### src/rtl/wdt_pkg.sv
package wdt_pkg;
    localparam logic [7:0] ADDR_DEV  = 8'h30;
    localparam logic [7:0] ADDR_OUT  = 8'hF0;
    localparam logic [7:0] ADDR_CFG  = 8'hF5;
    localparam logic [7:0] ADDR_TIME = 8'hF6;

    localparam int BIT_STAT  = 6;
    localparam int BIT_TEN   = 5;
    localparam int BIT_PULSE = 4;
    localparam int BIT_UNIT  = 3;
    localparam int BIT_OEN   = 7;

    typedef enum logic [1:0] {CD_IDLE, CD_COUNT, CD_EXPIRED} cd_state_e;
    typedef enum logic [1:0] {SH_OFF, SH_LEVEL, SH_PULSE, SH_DONE} sh_state_e;
endpackage

### src/rtl/wdt_timebase.sv
module wdt_timebase #(
    parameter int TICK_DIV    = 125000,
    parameter int MS_PER_SEC  = 1000,
    parameter int SEC_PER_MIN = 60
) (
    input  logic clk,
    input  logic arst_n,
    input  logic clr,
    input  logic unit_min,
    output logic unit_tick
);
    localparam int MSW = $clog2(TICK_DIV);
    localparam int SW  = $clog2(MS_PER_SEC);
    localparam int NW  = $clog2(SEC_PER_MIN);

    logic [MSW-1:0] ms_q;
    logic [SW-1:0]  sec_q;
    logic [NW-1:0]  min_q;
    logic ms_tick, sec_tick, min_tick;

    assign ms_tick  = !clr && (ms_q == MSW'(TICK_DIV - 1));
    assign sec_tick = ms_tick && (sec_q == SW'(MS_PER_SEC - 1));
    assign min_tick = sec_tick && (min_q == NW'(SEC_PER_MIN - 1));
    assign unit_tick = unit_min ? min_tick : sec_tick;

    always_ff @(posedge clk or negedge arst_n) begin
        if (!arst_n) begin
            ms_q  <= '0;
            sec_q <= '0;
            min_q <= '0;
        end else if (clr) begin
            ms_q  <= '0;
            sec_q <= '0;
            min_q <= '0;
        end else begin
            ms_q <= ms_tick ? '0 : ms_q + 1'b1;
            if (ms_tick)  sec_q <= sec_tick ? '0 : sec_q + 1'b1;
            if (sec_tick) min_q <= min_tick ? '0 : min_q + 1'b1;
        end
    end


    restart_quiet_chk: assert property (@(posedge clk) disable iff (!arst_n)
        clr |=> !unit_tick);
endmodule

### src/rtl/wdt_countdown.sv
module wdt_countdown
    import wdt_pkg::*;
(
    input  logic       clk,
    input  logic       arst_n,
    input  logic       running,
    input  logic       reload,
    input  logic [7:0] reload_val,
    input  logic       unit_tick,
    output logic [7:0] cnt_o,
    output logic       expired_o,
    output logic       expire_evt
);
    cd_state_e  state_q, state_d;
    logic [7:0] cnt_q, cnt_d;

    always_comb begin
        state_d    = state_q;
        cnt_d      = cnt_q;
        expire_evt = 1'b0;
        if (reload) cnt_d = reload_val;
        if (!running) begin
            state_d = CD_IDLE;
        end else if (reload) begin
            state_d = CD_COUNT;
        end else begin
            unique case (state_q)
                CD_IDLE:    state_d = CD_COUNT;
                CD_COUNT: begin
                    if (unit_tick) begin
                        if (cnt_q <= 8'd1) begin
                            state_d    = CD_EXPIRED;
                            cnt_d      = 8'd0;
                            expire_evt = 1'b1;
                        end else begin
                            cnt_d = cnt_q - 8'd1;
                        end
                    end
                end
                CD_EXPIRED: state_d = CD_EXPIRED;
                default:    state_d = CD_IDLE;
            endcase
        end
    end

    always_ff @(posedge clk or negedge arst_n) begin
        if (!arst_n) begin
            state_q <= CD_IDLE;
            cnt_q   <= 8'd0;
        end else begin
            state_q <= state_d;
            cnt_q   <= cnt_d;
        end
    end

    assign cnt_o     = cnt_q;
    assign expired_o = (state_q == CD_EXPIRED);


    cnt_dec_chk: assert property (@(posedge clk) disable iff (!arst_n)
        (state_q == CD_COUNT && running && !reload && unit_tick && cnt_q > 8'd1)
        |=> cnt_q == $past(cnt_q) - 8'd1);

    halt_chk: assert property (@(posedge clk) disable iff (!arst_n)
        !running |=> state_q == CD_IDLE);
endmodule

### src/rtl/wdt_shaper.sv
module wdt_shaper
    import wdt_pkg::*;
#(
    parameter int unsigned W0 = 125000,
    parameter int unsigned W1 = 3125000,
    parameter int unsigned W2 = 15625000,
    parameter int unsigned W3 = 625000000
) (
    input  logic       clk,
    input  logic       arst_n,
    input  logic       expired,
    input  logic       mode_pulse,
    input  logic [1:0] pw_sel,
    output logic       active
);
    sh_state_e   state_q, state_d;
    logic [31:0] pc_q, pc_d, width;

    always_comb begin
        unique case (pw_sel)
            2'd0: width = W0;
            2'd1: width = W1;
            2'd2: width = W2;
            2'd3: width = W3;
            default: width = W0;
        endcase
    end

    always_comb begin
        state_d = state_q;
        pc_d    = pc_q;
        unique case (state_q)
            SH_OFF: if (expired) begin
                state_d = mode_pulse ? SH_PULSE : SH_LEVEL;
                pc_d    = width - 32'd1;
            end
            SH_LEVEL: if (!expired) state_d = SH_OFF;
            SH_PULSE: begin
                if (!expired)          state_d = SH_OFF;
                else if (pc_q == 32'd0) state_d = SH_DONE;
                else                   pc_d = pc_q - 32'd1;
            end
            SH_DONE: if (!expired) state_d = SH_OFF;
            default: state_d = SH_OFF;
        endcase
    end

    always_ff @(posedge clk or negedge arst_n) begin
        if (!arst_n) begin
            state_q <= SH_OFF;
            pc_q    <= 32'd0;
        end else begin
            state_q <= state_d;
            pc_q    <= pc_d;
        end
    end

    always_comb begin
        active = (state_q == SH_LEVEL) || (state_q == SH_PULSE);
    end


    raise_when_expired_chk: assert property (@(posedge clk) disable iff (!arst_n)
        $rose(active) |-> $past(expired));
endmodule

### src/rtl/wdt_reset_timer.sv
module wdt_reset_timer
    import wdt_pkg::*;
#(
    parameter int TICK_DIV    = 125000,
    parameter int MS_PER_SEC  = 1000,
    parameter int SEC_PER_MIN = 60,
    parameter int PW_MS0      = 1,
    parameter int PW_MS1      = 25,
    parameter int PW_MS2      = 125,
    parameter int PW_MS3      = 5000
) (
    input  logic       clk,
    input  logic       arst_n,
    input  logic       cfg_we,
    input  logic [7:0] cfg_addr,
    input  logic [7:0] cfg_wdata,
    output logic [7:0] cfg_rdata,
    output logic       wd_rst_n
);
    localparam int unsigned W0 = PW_MS0 * TICK_DIV;
    localparam int unsigned W1 = PW_MS1 * TICK_DIV;
    localparam int unsigned W2 = PW_MS2 * TICK_DIV;
    localparam int unsigned W3 = PW_MS3 * TICK_DIV;

    logic       dev_en_q, out_en_q, ten_q, pmode_q, unit_q, stat_q;
    logic [1:0] pw_q;
    logic [7:0] cnt;
    logic       running, reload, unit_tick, expired, expire_evt, active;

    assign running = dev_en_q && ten_q;
    assign reload  = cfg_we && (cfg_addr == ADDR_TIME);

    always_ff @(posedge clk or negedge arst_n) begin
        if (!arst_n) begin
            dev_en_q <= 1'b0;
            out_en_q <= 1'b0;
            ten_q    <= 1'b0;
            pmode_q  <= 1'b0;
            unit_q   <= 1'b0;
            pw_q     <= 2'd0;
            stat_q   <= 1'b0;
        end else begin
            if (cfg_we && cfg_addr == ADDR_DEV) dev_en_q <= cfg_wdata[0];
            if (cfg_we && cfg_addr == ADDR_OUT) out_en_q <= cfg_wdata[BIT_OEN];
            if (cfg_we && cfg_addr == ADDR_CFG) begin
                ten_q   <= cfg_wdata[BIT_TEN];
                pmode_q <= cfg_wdata[BIT_PULSE];
                unit_q  <= cfg_wdata[BIT_UNIT];
                pw_q    <= cfg_wdata[1:0];
            end
            if (expire_evt)
                stat_q <= 1'b1;
            else if (cfg_we && cfg_addr == ADDR_CFG && cfg_wdata[BIT_STAT])
                stat_q <= 1'b0;
        end
    end

    always_comb begin
        unique case (cfg_addr)
            ADDR_DEV:  cfg_rdata = {7'd0, dev_en_q};
            ADDR_OUT:  cfg_rdata = {out_en_q, 7'd0};
            ADDR_CFG:  cfg_rdata = {1'b0, stat_q, ten_q, pmode_q, unit_q, 1'b0, pw_q};
            ADDR_TIME: cfg_rdata = cnt;
            default:   cfg_rdata = 8'd0;
        endcase
    end

    wdt_timebase #(
        .TICK_DIV(TICK_DIV), .MS_PER_SEC(MS_PER_SEC), .SEC_PER_MIN(SEC_PER_MIN)
    ) u_tb (
        .clk(clk), .arst_n(arst_n), .clr(!running || reload),
        .unit_min(unit_q), .unit_tick(unit_tick)
    );

    wdt_countdown u_cd (
        .clk(clk), .arst_n(arst_n), .running(running), .reload(reload),
        .reload_val(cfg_wdata), .unit_tick(unit_tick), .cnt_o(cnt),
        .expired_o(expired), .expire_evt(expire_evt)
    );

    wdt_shaper #(.W0(W0), .W1(W1), .W2(W2), .W3(W3)) u_sh (
        .clk(clk), .arst_n(arst_n), .expired(expired), .mode_pulse(pmode_q),
        .pw_sel(pw_q), .active(active)
    );

    assign wd_rst_n = !(active && expired && out_en_q && running);


    stat_set_chk: assert property (@(posedge clk) disable iff (!arst_n)
        $rose(expired) |-> stat_q);

    idle_no_expire_chk: assert property (@(posedge clk) disable iff (!arst_n)
        (!dev_en_q && !$past(dev_en_q)) |-> !expired);
endmodule

### config.mk
export PLATFORM = sky130hd
export DESIGN_NAME = wdt_reset_timer
export DESIGN_NICKNAME = d
export VERILOG_FILES = /design/src/rtl/wdt_pkg.sv /design/src/rtl/wdt_timebase.sv /design/src/rtl/wdt_countdown.sv /design/src/rtl/wdt_shaper.sv /design/src/rtl/wdt_reset_timer.sv
export SDC_FILE = /design/constraint.sdc
export NUM_CORES = 1
export LEC_CHECK = 0
export ABC_CLOCK_PERIOD_IN_PS = 3700
export CAP_MARGIN = 10
export CORE_MARGIN = 5
export CORE_UTILIZATION = 50
export DETAILED_ROUTE_END_ITERATION = 12
export DONT_BUFFER_PORTS = 1
export HOLD_SLACK_MARGIN = 0.02
export PLACE_DENSITY = 0.68
export SYNTH_ARGS = -nofsm -noshare
export SYNTH_HDL_FRONTEND = slang
export SYNTH_SLANG_ARGS = --single-unit
### constraint.sdc
create_clock -name clk -period 3.7 [get_ports clk]
set_input_delay 0.555 -clock clk [delete_from_list [all_inputs] [get_ports clk]]
set_output_delay 0.555 -clock clk [all_outputs]
set_load 0.02 [all_outputs]
Word-level counts from Yosys, hierarchy flattened
Cells that the tools add are included.
Word-level totals
  flip-flop bits (word level): 85
  input port bits: 19
  output and inout bits: 9
  logic and storage cells: 111
Operators by class
  add/sub/neg operators: 6
  magnitude comparators: 1
  equality and inequality tests: 22
  muxes and demuxes: 39
  reduce and logical (&&, ||, !) cells: 29
Operator list (number)
  $pmux 32 s4: 1
  $mux 32: 3
  $pmux 32 s2: 1
  $sub 32x1->32 const B: 2
  $mux 8: 6
  $mux 17: 2
  $logic_not 32->1: 1
  $pmux 8 s4: 1
  $mux 10: 3
  $eq 8x8->1 const B: 3
  $mux 2: 9
  $mux 6: 3
  $add 17x1->17 const B: 1
  $eq 17x17->1 const B: 1
  $logic_and 1x1->1: 12
  $pmux 2 s3: 2
  $add 10x1->10 const B: 1
  $eq 10x10->1 const B: 1
  $eq 2x2->1 const B: 5
  $eq 8x6->1 const B: 1
  $le 8x1->1 const B: 1
  $mux 1: 8
  $ne 2x2->1 const B: 4
  $ne 4x3->1 const B: 2
  other kinds (13): 23

Logic depth before layout (Yosys ltp)
Gate-level depths: netlist (run 1).
  depth in word-level cells: 13
  mapped depth: 12
  depth with buffers taken out: 8

Hierarchy
Synthesis (run 1) repeated with hierarchy kept, for this count alone.
Unflattened totals
  cells, all modules: 647
  area total of the unflattened synthesis: 5888.1 um^2
By module, submodules not included
  wdt_shaper: instances 1, cells each 328, area an instance 2791.4 um^2, seq. area each 850.8 um^2
  wdt_timebase: instances 1, cells each 198, area an instance 1841.8 um^2, seq. area each 825.8 um^2
  wdt_countdown: instances 1, cells each 75, area an instance 700.7 um^2, seq. area each 250.2 um^2
  wdt_reset_timer: instances 1, cells each 46, area an instance 554.3 um^2, seq. area each 200.2 um^2

Least setup slack after synthesis (run 1)
No wires, ideal clock.
  kind: register to register
  start: register u_sh.state_q[0]
  end: register u_sh.pc_q[18]
  setup time: 0.124 ns
  arrival: 2.616 ns
  required time: 3.576 ns
  slack: 0.960 ns
  stages on the path, launching flop included: 13
  buffers on the path: 4
  period minus slack after synthesis: 2.740 ns
  path through: dfrtp_1 inv_1 ha_1 buf_2 buf_2 buf_1 buf_1 nand2_1 ha_1 o21ai_2 or2_2 a22o_1 a211o_1
Between the ends
  cells in the longest elaborated chain, start to end: 3
  elaborated cells between the ends (all ways): 8
  those cells by class: 4 x eq/ne; 1 x mux; 3 x reduce/logical
RTL lines
  from (decl): RTL line wdt_shaper.sv:16  | sh_state_e state_q, state_d;
  from (signal assigned): RTL line wdt_shaper.sv:53  | state_q <= state_d;
  $eq 2x2->1 / $logic_not 2->1 (equally long branches): RTL line wdt_shaper.sv:32  | unique case (state_q)
  $ne 2x2->1 (no line) / $reduce_bool 2->1 (equally long branches)
  $reduce_and 4->1 (no line)
  to (signal assigned): RTL line wdt_shaper.sv:54  | pc_q <= pc_d;
  to (decl): RTL line wdt_shaper.sv:17  | logic [31:0] pc_q, pc_d, width;
Several ways; a longest one is shown, not always the timed one.
A chain may end at the register's enable or synchronous reset.

Worst setup path after layout (run 1)
  start: register u_sh.state_q[0]
  end: register u_sh.pc_q[24]
Same word-level chain as after synthesis.

==> key figures, run 1 <==
Floorplanning
  – Die X: 115 um
  – Initial core utilization: 0.510
  – Core ar.: 10900 um^2
  – Core Rows: 38
  – Die height: roughly 120 um
  – Die area: 13300 um^2
  – Ports: 28

Route
  – Top Layer Used: met4
  – Wire length on met2: 6.41 mm
  – Number of DRC markers in iteration 0: around 470
  – WL met3: 800 um
  – Residual DRC: 0
  – Via/cell ratio: 6.49
  – Aggregate routed wire length: between 10 and 15 mm
  – Vias: 4851
  – Post-route ant nets: 0
  – Routed length per instance: 18.0 um
  – 1st-pass router iterations: 5
  – WL met1: 5.93 mm

Setup path
  – Slowest CP cell: ha_1
  – Critical path peak fanout: 27
  – Largest stage delay, worst path: 0.47 ns
  – CP cell instances: inv_1, ha_1, buf_4, buf_4, mux2i_1, nand2_1, nor4_2, o21ai_1, a211o_1
  – Crit end category: flop
  – Cell mode on critical path: buf_4
  – Critical path class: reg -> reg
  – Crit start category: flop
  – CP delay by family, top: buffers and inverters
  – Buf/Inv on CP: 3
  – Critical Path RT: 3.96 ns
  – WP data arrival: 3.19 ns

CTS
  – Worst-path clk slew: 0.09 ns
  – Root buf cell: clkbuf_8
  – TritonCTS Sinks: 85
  – Worst skew pair latency: 0.37 ns
  – TritonCTS clock tree: built
  – TritonCTS buffer count: 9
  – H-Tree Depth: 3
  – Post_cts resized: 0
  – CTS Buffer Depth: 2

Yosys
  – Syn_nets: 643
  – Synth cell types: 82
  – Yosys Warn Count: 0
  – Top cells by area, synth: dfrtp_1, ha_1, nor2_1
  – Ys async rst share: 1.00
  – Prevailing post-synth register cell: dfrtp_1
  – Post-Syn Area per Cell: 9.15 um^2
  – Most common cell in the netlist: dfrtp_1
  – Synth cell count leaders: dfrtp_1, nor2_1, nand2_1, a21oi_1, nor3_1
  – Sequential cell area fraction in the yosys report: 0.383
  – Yosys reg bits: 85
  – Post-Syn Instances: 607
  – Cell taking the most area after synthesis: dfrtp_1
  – Area fraction of the dominant cell type after synthesis: 0.383
  – Number of synthesized flops with an enable pin: 0
  – Mapped cell area: 5560 um^2

Place
  – Dpl hpwl: a little over 9 mm
  – Post-DP Area: 5670 um^2
  – Gp weighted congestion: approximately 0.94
  – PortBufs: 0

STA
  – Setup TNS: 0 ns
  – Hold slack: 0.0793 ns
  – Unrepaired setup endpoints after global routing: no
  – Final setup viols: 0
  – Setup Skew: 0.00852 ns
  – Minimum clock period: 2.93 ns
  – Max Fclk: 0.341 GHz
  – Slew of the pin with the lowest slew margin: 0.663 ns
  – Final Hold Viols: 0
  – Slew Limit Headroom: 0.555
  – Final Slew Violations: 0
  – Tcrit/Tclk final: 0.792

Pwr
  – Peak VDD IR: 0.260 mV
  – Lkg Pwr: 2.37 nW
  – Cell Pwr Density: 365 nW/um^2
  – Total power: between 2 and 2.5 mW

GRT
  – Global-route wire length before repair: 22.6 mm
  – Initial antenna violation count: 0
  – GRT overflow: 0
  – Largest net degree at the start of global routing: 86
  – GRT Total Usage: 0.208
  – Vias in the first global route: ~4600

Layout
  – Fraction of layout cells with a size suffix above 1: 0.0921
  – FILL cells: 969
  – Fin nets: 639
  – Post-Layout Inst Area: 5900 um^2
  – Final core utilization: 0.541
  – Number of diodes: 0
  – Area Overhead vs Synth: 6.10%

Run status
  – Status: finished clean

Run
  – Number of max-cap violations: 0

Min path
  – Min-delay worst type: in -> async
==> cells by family (layout without fill, tap and decap cells) <==
| group | Yosys count | in the layout | share of synthesized area |
|---|---|---|---|
| and+or+nand+nor | 267 | 267 | 0.274 |
| AOI/OAI and AO/OA | 147 | 147 | 0.192 |
| DFF | 85 | 85 | 0.383 |
| buffers and inverters | 47 | 48 | 0.0396 |
| xor gates and xnor gates | 31 | 31 | 0.0489 |
| adders and majority gates | 17 | 17 | 0.0383 |
| muxes | 13 | 13 | 0.0250 |
==> stage by stage <==
step | cells | setup slack, ns
finish | 748 | 0.770
global route | 748 | 0.629
CTS | 748 | 0.847
detailed placement | 731 | 0.871
global placement | 731 | 0.995
floorplan | 607 | 0.960
==> sequential cells by signal, indices dropped and copies added, names as in the netlist <==
signal and flops:
ten_q 1, u_sh.state_q 2, u_tb.min_q 6, u_sh.pc_q 32, pw_q 2, unit_q 1, out_en_q 1, u_tb.sec_q 10
u_cd.state_q 2, pmode_q 1, u_tb.ms_q 17, u_cd.cnt_o 8, stat_q 1, dev_en_q 1
==> routing by layer <==
metal,vias up,global-route usage
met2,191,0.329
met5,-,0
met3,35,0.0423
met1,2356,0.284
met4,0,0.0782
li1,2269,-
==> cells in the final DEF (no fill, tap or decap), types with 3 or more instances in the layout <==
cell type | synthesis | final
a21oi_1 | 30 | 30
o211a_1 | 3 | 3
nor3_2 | 3 | 3
nor3_1 | 25 | 25
mux2_2 | 7 | 7
o211ai_1 | 4 | 4
clkbuf_8 | 0 | 9
and2_1 | 5 | 5
nand3b_1 | 7 | 7
a211o_1 | 6 | 6
and4_1 | 6 | 6
nor2_1 | 56 | 56
a22o_1 | 10 | 10
xor2_1 | 17 | 17
nor4_2 | 3 | 3
and3_1 | 9 | 9
nand2b_1 | 5 | 5
or3_1 | 20 | 20
nand2_1 | 55 | 55
nor2b_1 | 7 | 7
o21ai_0 | 22 | 22
ha_1 | 17 | 17
nor4_1 | 8 | 8
nand3_1 | 22 | 22
a21o_1 | 3 | 3
a31oi_1 | 14 | 14
dfrtp_1 | 85 | 85
o2111ai_1 | 3 | 3
buf_4 | 2 | 11
inv_1 | 19 | 19
o31ai_1 | 11 | 11
xnor2_1 | 14 | 14
o221ai_1 | 5 | 5
nand4_1 | 11 | 11
mux2i_1 | 6 | 6
or4_1 | 7 | 7
==> repair_timing <==
action / in CTS / in global routing
hold buffers: 1 / 0
endpoints found under the hold margin: 85 / 0
setup buffers: 0 / 0
==> final timing paths <==
kind	depth (start not counted)	startpoint	to	slack [ns]
worst min register to register	2	stat_q$_DFFE_PN0P_	stat_q$_DFFE_PN0P_	0.49
worst min-delay path	1	arst_n	u_sh.pc_q[2]$_DFFE_PN0P_	0.08
worst max register to register	9	u_sh.state_q[0]$_DFFE_PN0P_	u_sh.pc_q[24]$_DFFE_PN0P_	0.77
min in group clk	1	cfg_wdata[1]	pw_q[1]$_DFFE_PN0P_	0.33
worst max-delay path	9	u_sh.state_q[0]$_DFFE_PN0P_	u_sh.pc_q[24]$_DFFE_PN0P_	0.77
max in group asynchronous	1	arst_n	u_tb.min_q[4]$_DFFE_PN0P_	3.29
==> cell type report <==
type | count | area, um^2 | area share
Multi-Input combinational cell | 475 | 3210 | 0.544
Sequential cell | 85 | 2130 | 0.361
Tap cell | 140 | 175 | 0.0297
Clock buffer | 10 | 128 | 0.0216
Timing Repair Buffer | 12 | 110 | 0.0187
Inverter | 20 | 75.1 | 0.0127
Clock inverter | 6 | 71.3 | 0.0121
==> report_power, final <==
group | total [mW] | internal [mW] | switching, mW
combinational | 0.497 | 0.181 | 0.316
sequential | 0.971 | 0.948 | 0.0234
clock | 0.684 | 0.320 | 0.364
(Power assumes the default switching activity.)
==> run 2: changes to the inputs <==
- ABC_AREA: not set -> 1
- ABC_CLOCK_PERIOD_IN_PS: 3700 -> 2900
- clock period: 3.7 -> 2.9 ns (I/O delays scaled with it)
==> run 2 against run 1 <==
  * Sequential share of layout area fell by 2.7 points
  * Largest cell class unchanged
  * Design area rose by 8.0%
  * Register-to-register slack got worse by 0.40 ns
  * Global-route usage rose by 0.67 points
  * Clock skew barely moved
  * Maximum frequency rose by 16%
  * Sequential cell count did not move
  * Total power rose by 26%
  * Via count rose by 14%
  * Core utilization fell by 0.45 points
  * Synthesized cell count rose by 40%
==> key figures, run 2 <==
GRT
  – GRT Total Usage: 0.215 (was 0.208)
  – GRT overflow: 0 (unchanged)
  – Vias in the first global route: 5365 (was 4587)
  – Global-route wire length before repair: 25.3 mm (was 22.6 mm)
  – Largest net degree at the start of global routing: 86 (unchanged)
  – Initial antenna violation count: 0 (unchanged)

Setup path
  – Critical path class: reg -> reg (unchanged)
  – Crit end category: flop (unchanged)
  – Critical Path RT: 3.13 ns (was 3.96 ns)
  – R2R Path End: u_sh.pc_q[25]$_DFFE_PN0P_ (was u_sh.pc_q[24]$_DFFE_PN0P_)
  – Reg2reg start: u_sh.state_q[0]$_DFFE_PN0P_ (unchanged)
  – WP data arrival: 2.76 ns (was 3.19 ns)
  – R2r setup slk: 0.37 ns (was 0.77 ns)
  – Crit start category: flop (unchanged)
  – R2R depth: 11 (was 9)
  – Critical path peak fanout: 29 (was 27)

Route
  – Post-route ant nets: 0 (unchanged)
  – WL met3: 701 um (was 800 um)
  – Top Layer Used: met4 (unchanged)
  – Aggregate routed wire length: 14.5 mm (was 13.5 mm)
  – Residual DRC: 0 (unchanged)
  – Vias: 5515 (was 4851)
  – Via/cell ratio: 5.52 (was 6.49)
  – Routed length per instance: 14.5 um (was 18.0 um)
  – 1st-pass router iterations: 5 (unchanged)
  – Wire length on met2: 6.98 mm (was 6.41 mm)
  – Number of DRC markers in iteration 0: 502 (was 466)
  – WL met1: 6.38 mm (was 5.93 mm)

Layout
  – Number of diodes: 0 (unchanged)
  – Post-Layout Inst Area: 6370 um^2 (was 5900 um^2)
  – Largest Register: u_sh.pc_q (unchanged)
  – Most common cell after layout, fill and taps aside: nand2_1 (was dfrtp_1)
  – Most frequent cells in the layout: nand2_1, nor2_1, inv_1 (was dfrtp_1, nor2_1, nand2_1)
  – Number of flip-flops in the largest register: 32 (unchanged)
  – Fin nets: 884 (was 639)
  – Fraction of layout cells with a size suffix above 1: 0.0950 (was 0.0921)
  – Biggest regs: u_sh.pc_q (32), u_tb.ms_q (17), u_tb.sec_q (10) (unchanged)
  – Area Overhead vs Synth: 6.33% (was 6.10%)

Run status
  – Status: finished clean (unchanged)

STA
  – Minimum clock period: 2.53 ns (was 2.93 ns)
  – Max Fclk: 0.395 GHz (was 0.341 GHz)
  – Slew Limit Headroom: 0.517 (was 0.555)
  – Unrepaired setup endpoints after global routing: no (unchanged)
  – Worst Setup Slack, final: 0.366 ns (was 0.770 ns)
  – Slew of the pin with the lowest slew margin: 0.717 ns (was 0.663 ns)
  – Final setup viols: 0 (unchanged)
  – Tcrit/Tclk final: 0.874 (was 0.792)
  – Setup TNS: 0 ns (unchanged)
  – Final Slew Violations: 0 (unchanged)
  – Setup Skew: 0.00886 ns (was 0.00852 ns)
  – Hold slack: 0.176 ns (was 0.0793 ns)
  – Final Hold Viols: 0 (unchanged)

Min path
  – Hold path cells: 1
  – Min-delay worst type: in -> reg (was in -> async)
  – Worst Min Path Start: cfg_we
  – Endpoint, Worst Hold: dev_en_q$_DFFE_PN0P_

Yosys
  – Post-Syn Area per Cell: 7.04 um^2 (was 9.15 um^2)
  – Area fraction of the dominant cell type after synthesis: 0.355 (was 0.383)
  – Prevailing post-synth register cell: dfrtp_1 (unchanged)
  – Post-Syn Instances: 851 (was 607)
  – Most common cell in the netlist: nand2_1 (was dfrtp_1)
  – Number of synthesized flops with an enable pin: 0 (unchanged)
  – Synth cell types: 46 (was 82)
  – Mapped cell area: 5990 um^2 (was 5560 um^2)
  – Ys async rst share: 1.00 (unchanged)
  – Syn_nets: 887 (was 643)
  – Yosys reg bits: 85 (unchanged)
  – Synth cell count leaders: nand2_1, nor2_1, inv_1, dfrtp_1, nand3_1 (was dfrtp_1, nor2_1, nand2_1, a21oi_1, nor3_1)
  – Sequential cell area fraction in the yosys report: 0.355 (was 0.383)
  – Yosys Warn Count: 0 (unchanged)
  – Top cells by area, synth: dfrtp_1, nand2_1, nand3_1 (was dfrtp_1, ha_1, nor2_1)
  – Cell taking the most area after synthesis: dfrtp_1 (unchanged)

CTS
  – H-Tree Depth: 3 (unchanged)
  – Worst-path clk slew: 0.07 ns (was 0.09 ns)
  – CTS Hold Buffers Added: 2 (was 1)
  – TritonCTS buffer count: 9 (unchanged)
  – Number of setup buffers added after CTS: 0 (unchanged)
  – Root buf cell: clkbuf_16 (was clkbuf_8)
  – Worst skew pair latency: 0.35 ns (was 0.37 ns)
  – TritonCTS clock tree: built (unchanged)
  – TritonCTS Sinks: 85 (unchanged)
  – Post_cts resized: 0 (unchanged)
  – CTS Buffer Depth: 2 (unchanged)

Floorplanning
  – Die height: 119 um (was 115 um)
  – Core Rows: 40 (was 38)
  – Initial core utilization: 0.505 (was 0.510)
  – Core ar.: 11900 um^2 (was 10900 um^2)
  – Ports: 28 (unchanged)
  – Die area: 14300 um^2 (was 13300 um^2)
  – Die X: 119 um (was 115 um)

Pwr
  – Peak VDD IR: 0.244 mV (was 0.260 mV)
  – Total power: 2.71 mW (was 2.15 mW)
  – Lkg Pwr: 3.13 nW (was 2.37 nW)
  – Cell Pwr Density: 425 nW/um^2 (was 365 nW/um^2)

Place
  – Gp weighted congestion: 0.955 (was 0.941)
  – Dpl hpwl: 10.7 mm (was 9.33 mm)
  – Post-DP Area: 6050 um^2 (was 5670 um^2)
  – Worst slack, placed: 0.441 ns (was 0.871 ns)
  – PortBufs: 0 (unchanged)

Run
  – Number of max-cap violations: 0 (unchanged)
==> run 2: cell count changes after synthesis, moves of 10 or more <==
cell      previous run  this run
nand3_1             22        77
nand2_1             55       241
a21oi_1             30        15
a31oi_1             14         2
nand4_1             11        28
clkbuf_1            13         1
o31ai_1             11         1
nand2_2              0        10
nor2_4               0        10
inv_1               19        94
o21ai_0             22        48
nor2_1              56       101
or3_1               20         0
==> run 2: kinds of logic (layout without fill, tap and decap cells) <==
logic type,after synthesis,count (layout),synth area share
compound gates,83,83,0.0764
xor+xnor,21,21,0.0307
fa+ha+maj,17,17,0.0355
buf+inv,123,125,0.0894
flops,85,85,0.355
mux,4,4,0.00752
simple gates,518,518,0.405
==> run 2: worst max-delay path, cell delays in order (launching register included) <==
cell and delay [ns]:
dfrtp_1 0.42, inv_1 0.09, ha_1 0.31, buf_4 0.40, nor2_2 0.15, nand2_1 0.18
nand3_2 0.18, nand3b_4 0.25, nor2_4 0.13, nand2_1 0.07, o21bai_1 0.16, nand2_1 0.07
==> run 2: layout make-up <==
class	count	area (um^2)
well taps	147	184
inverters	105	399
flip-flops and latches	85	2130
repair buffers	4	52.6
fillers	1117	5490
clock inverters	4	22.5
multi-input cells	643	3330
clock buffers	12	256
==> run 2: report_power, final <==
part,leakage (nW),switching (mW),internal (mW)
sequential,1.16,0.0268,1.21
combinational,1.83,0.253,0.115
clock,0.138,0.480,0.623
total,3.13,0.760,1.95
==> run 2: routing by layer <==
layer  track usage  vias up
met4        0.0974        0
met5             0        -
met2         0.357      176
met3        0.0309       33
met1         0.278     2566
li1              -     2740
==> run 2: worst max-delay path by stage <==
stage,startpoint,endpoint,depth (start not counted)
3_3_place_gp,u_sh.state_q[0]$_DFFE_PN0P_,u_sh.pc_q[13]$_DFFE_PN0P_,11
6_report,u_sh.state_q[0]$_DFFE_PN0P_,u_sh.pc_q[25]$_DFFE_PN0P_,11
3_5_place_dp,u_sh.state_q[0]$_DFFE_PN0P_,u_sh.pc_q[25]$_DFFE_PN0P_,11
2_1_floorplan,u_sh.state_q[0]$_DFFE_PN0P_,u_sh.pc_q[20]$_DFFE_PN0P_,13
5_1_grt,u_sh.state_q[0]$_DFFE_PN0P_,u_sh.pc_q[28]$_DFFE_PN0P_,14
4_1_cts,u_sh.state_q[0]$_DFFE_PN0P_,u_sh.pc_q[25]$_DFFE_PN0P_,11
==> run 2: metrics by stage <==
| step | utilization | instances |
|---|---|---|
| after floorplan | - | 851 |
| after global placement | 0.510 | 982 |
| after detailed placement | 0.510 | 982 |
| after CTS | 0.537 | 1000 |
| after global routing | 0.537 | 1000 |
| final | 0.537 | 1000 |
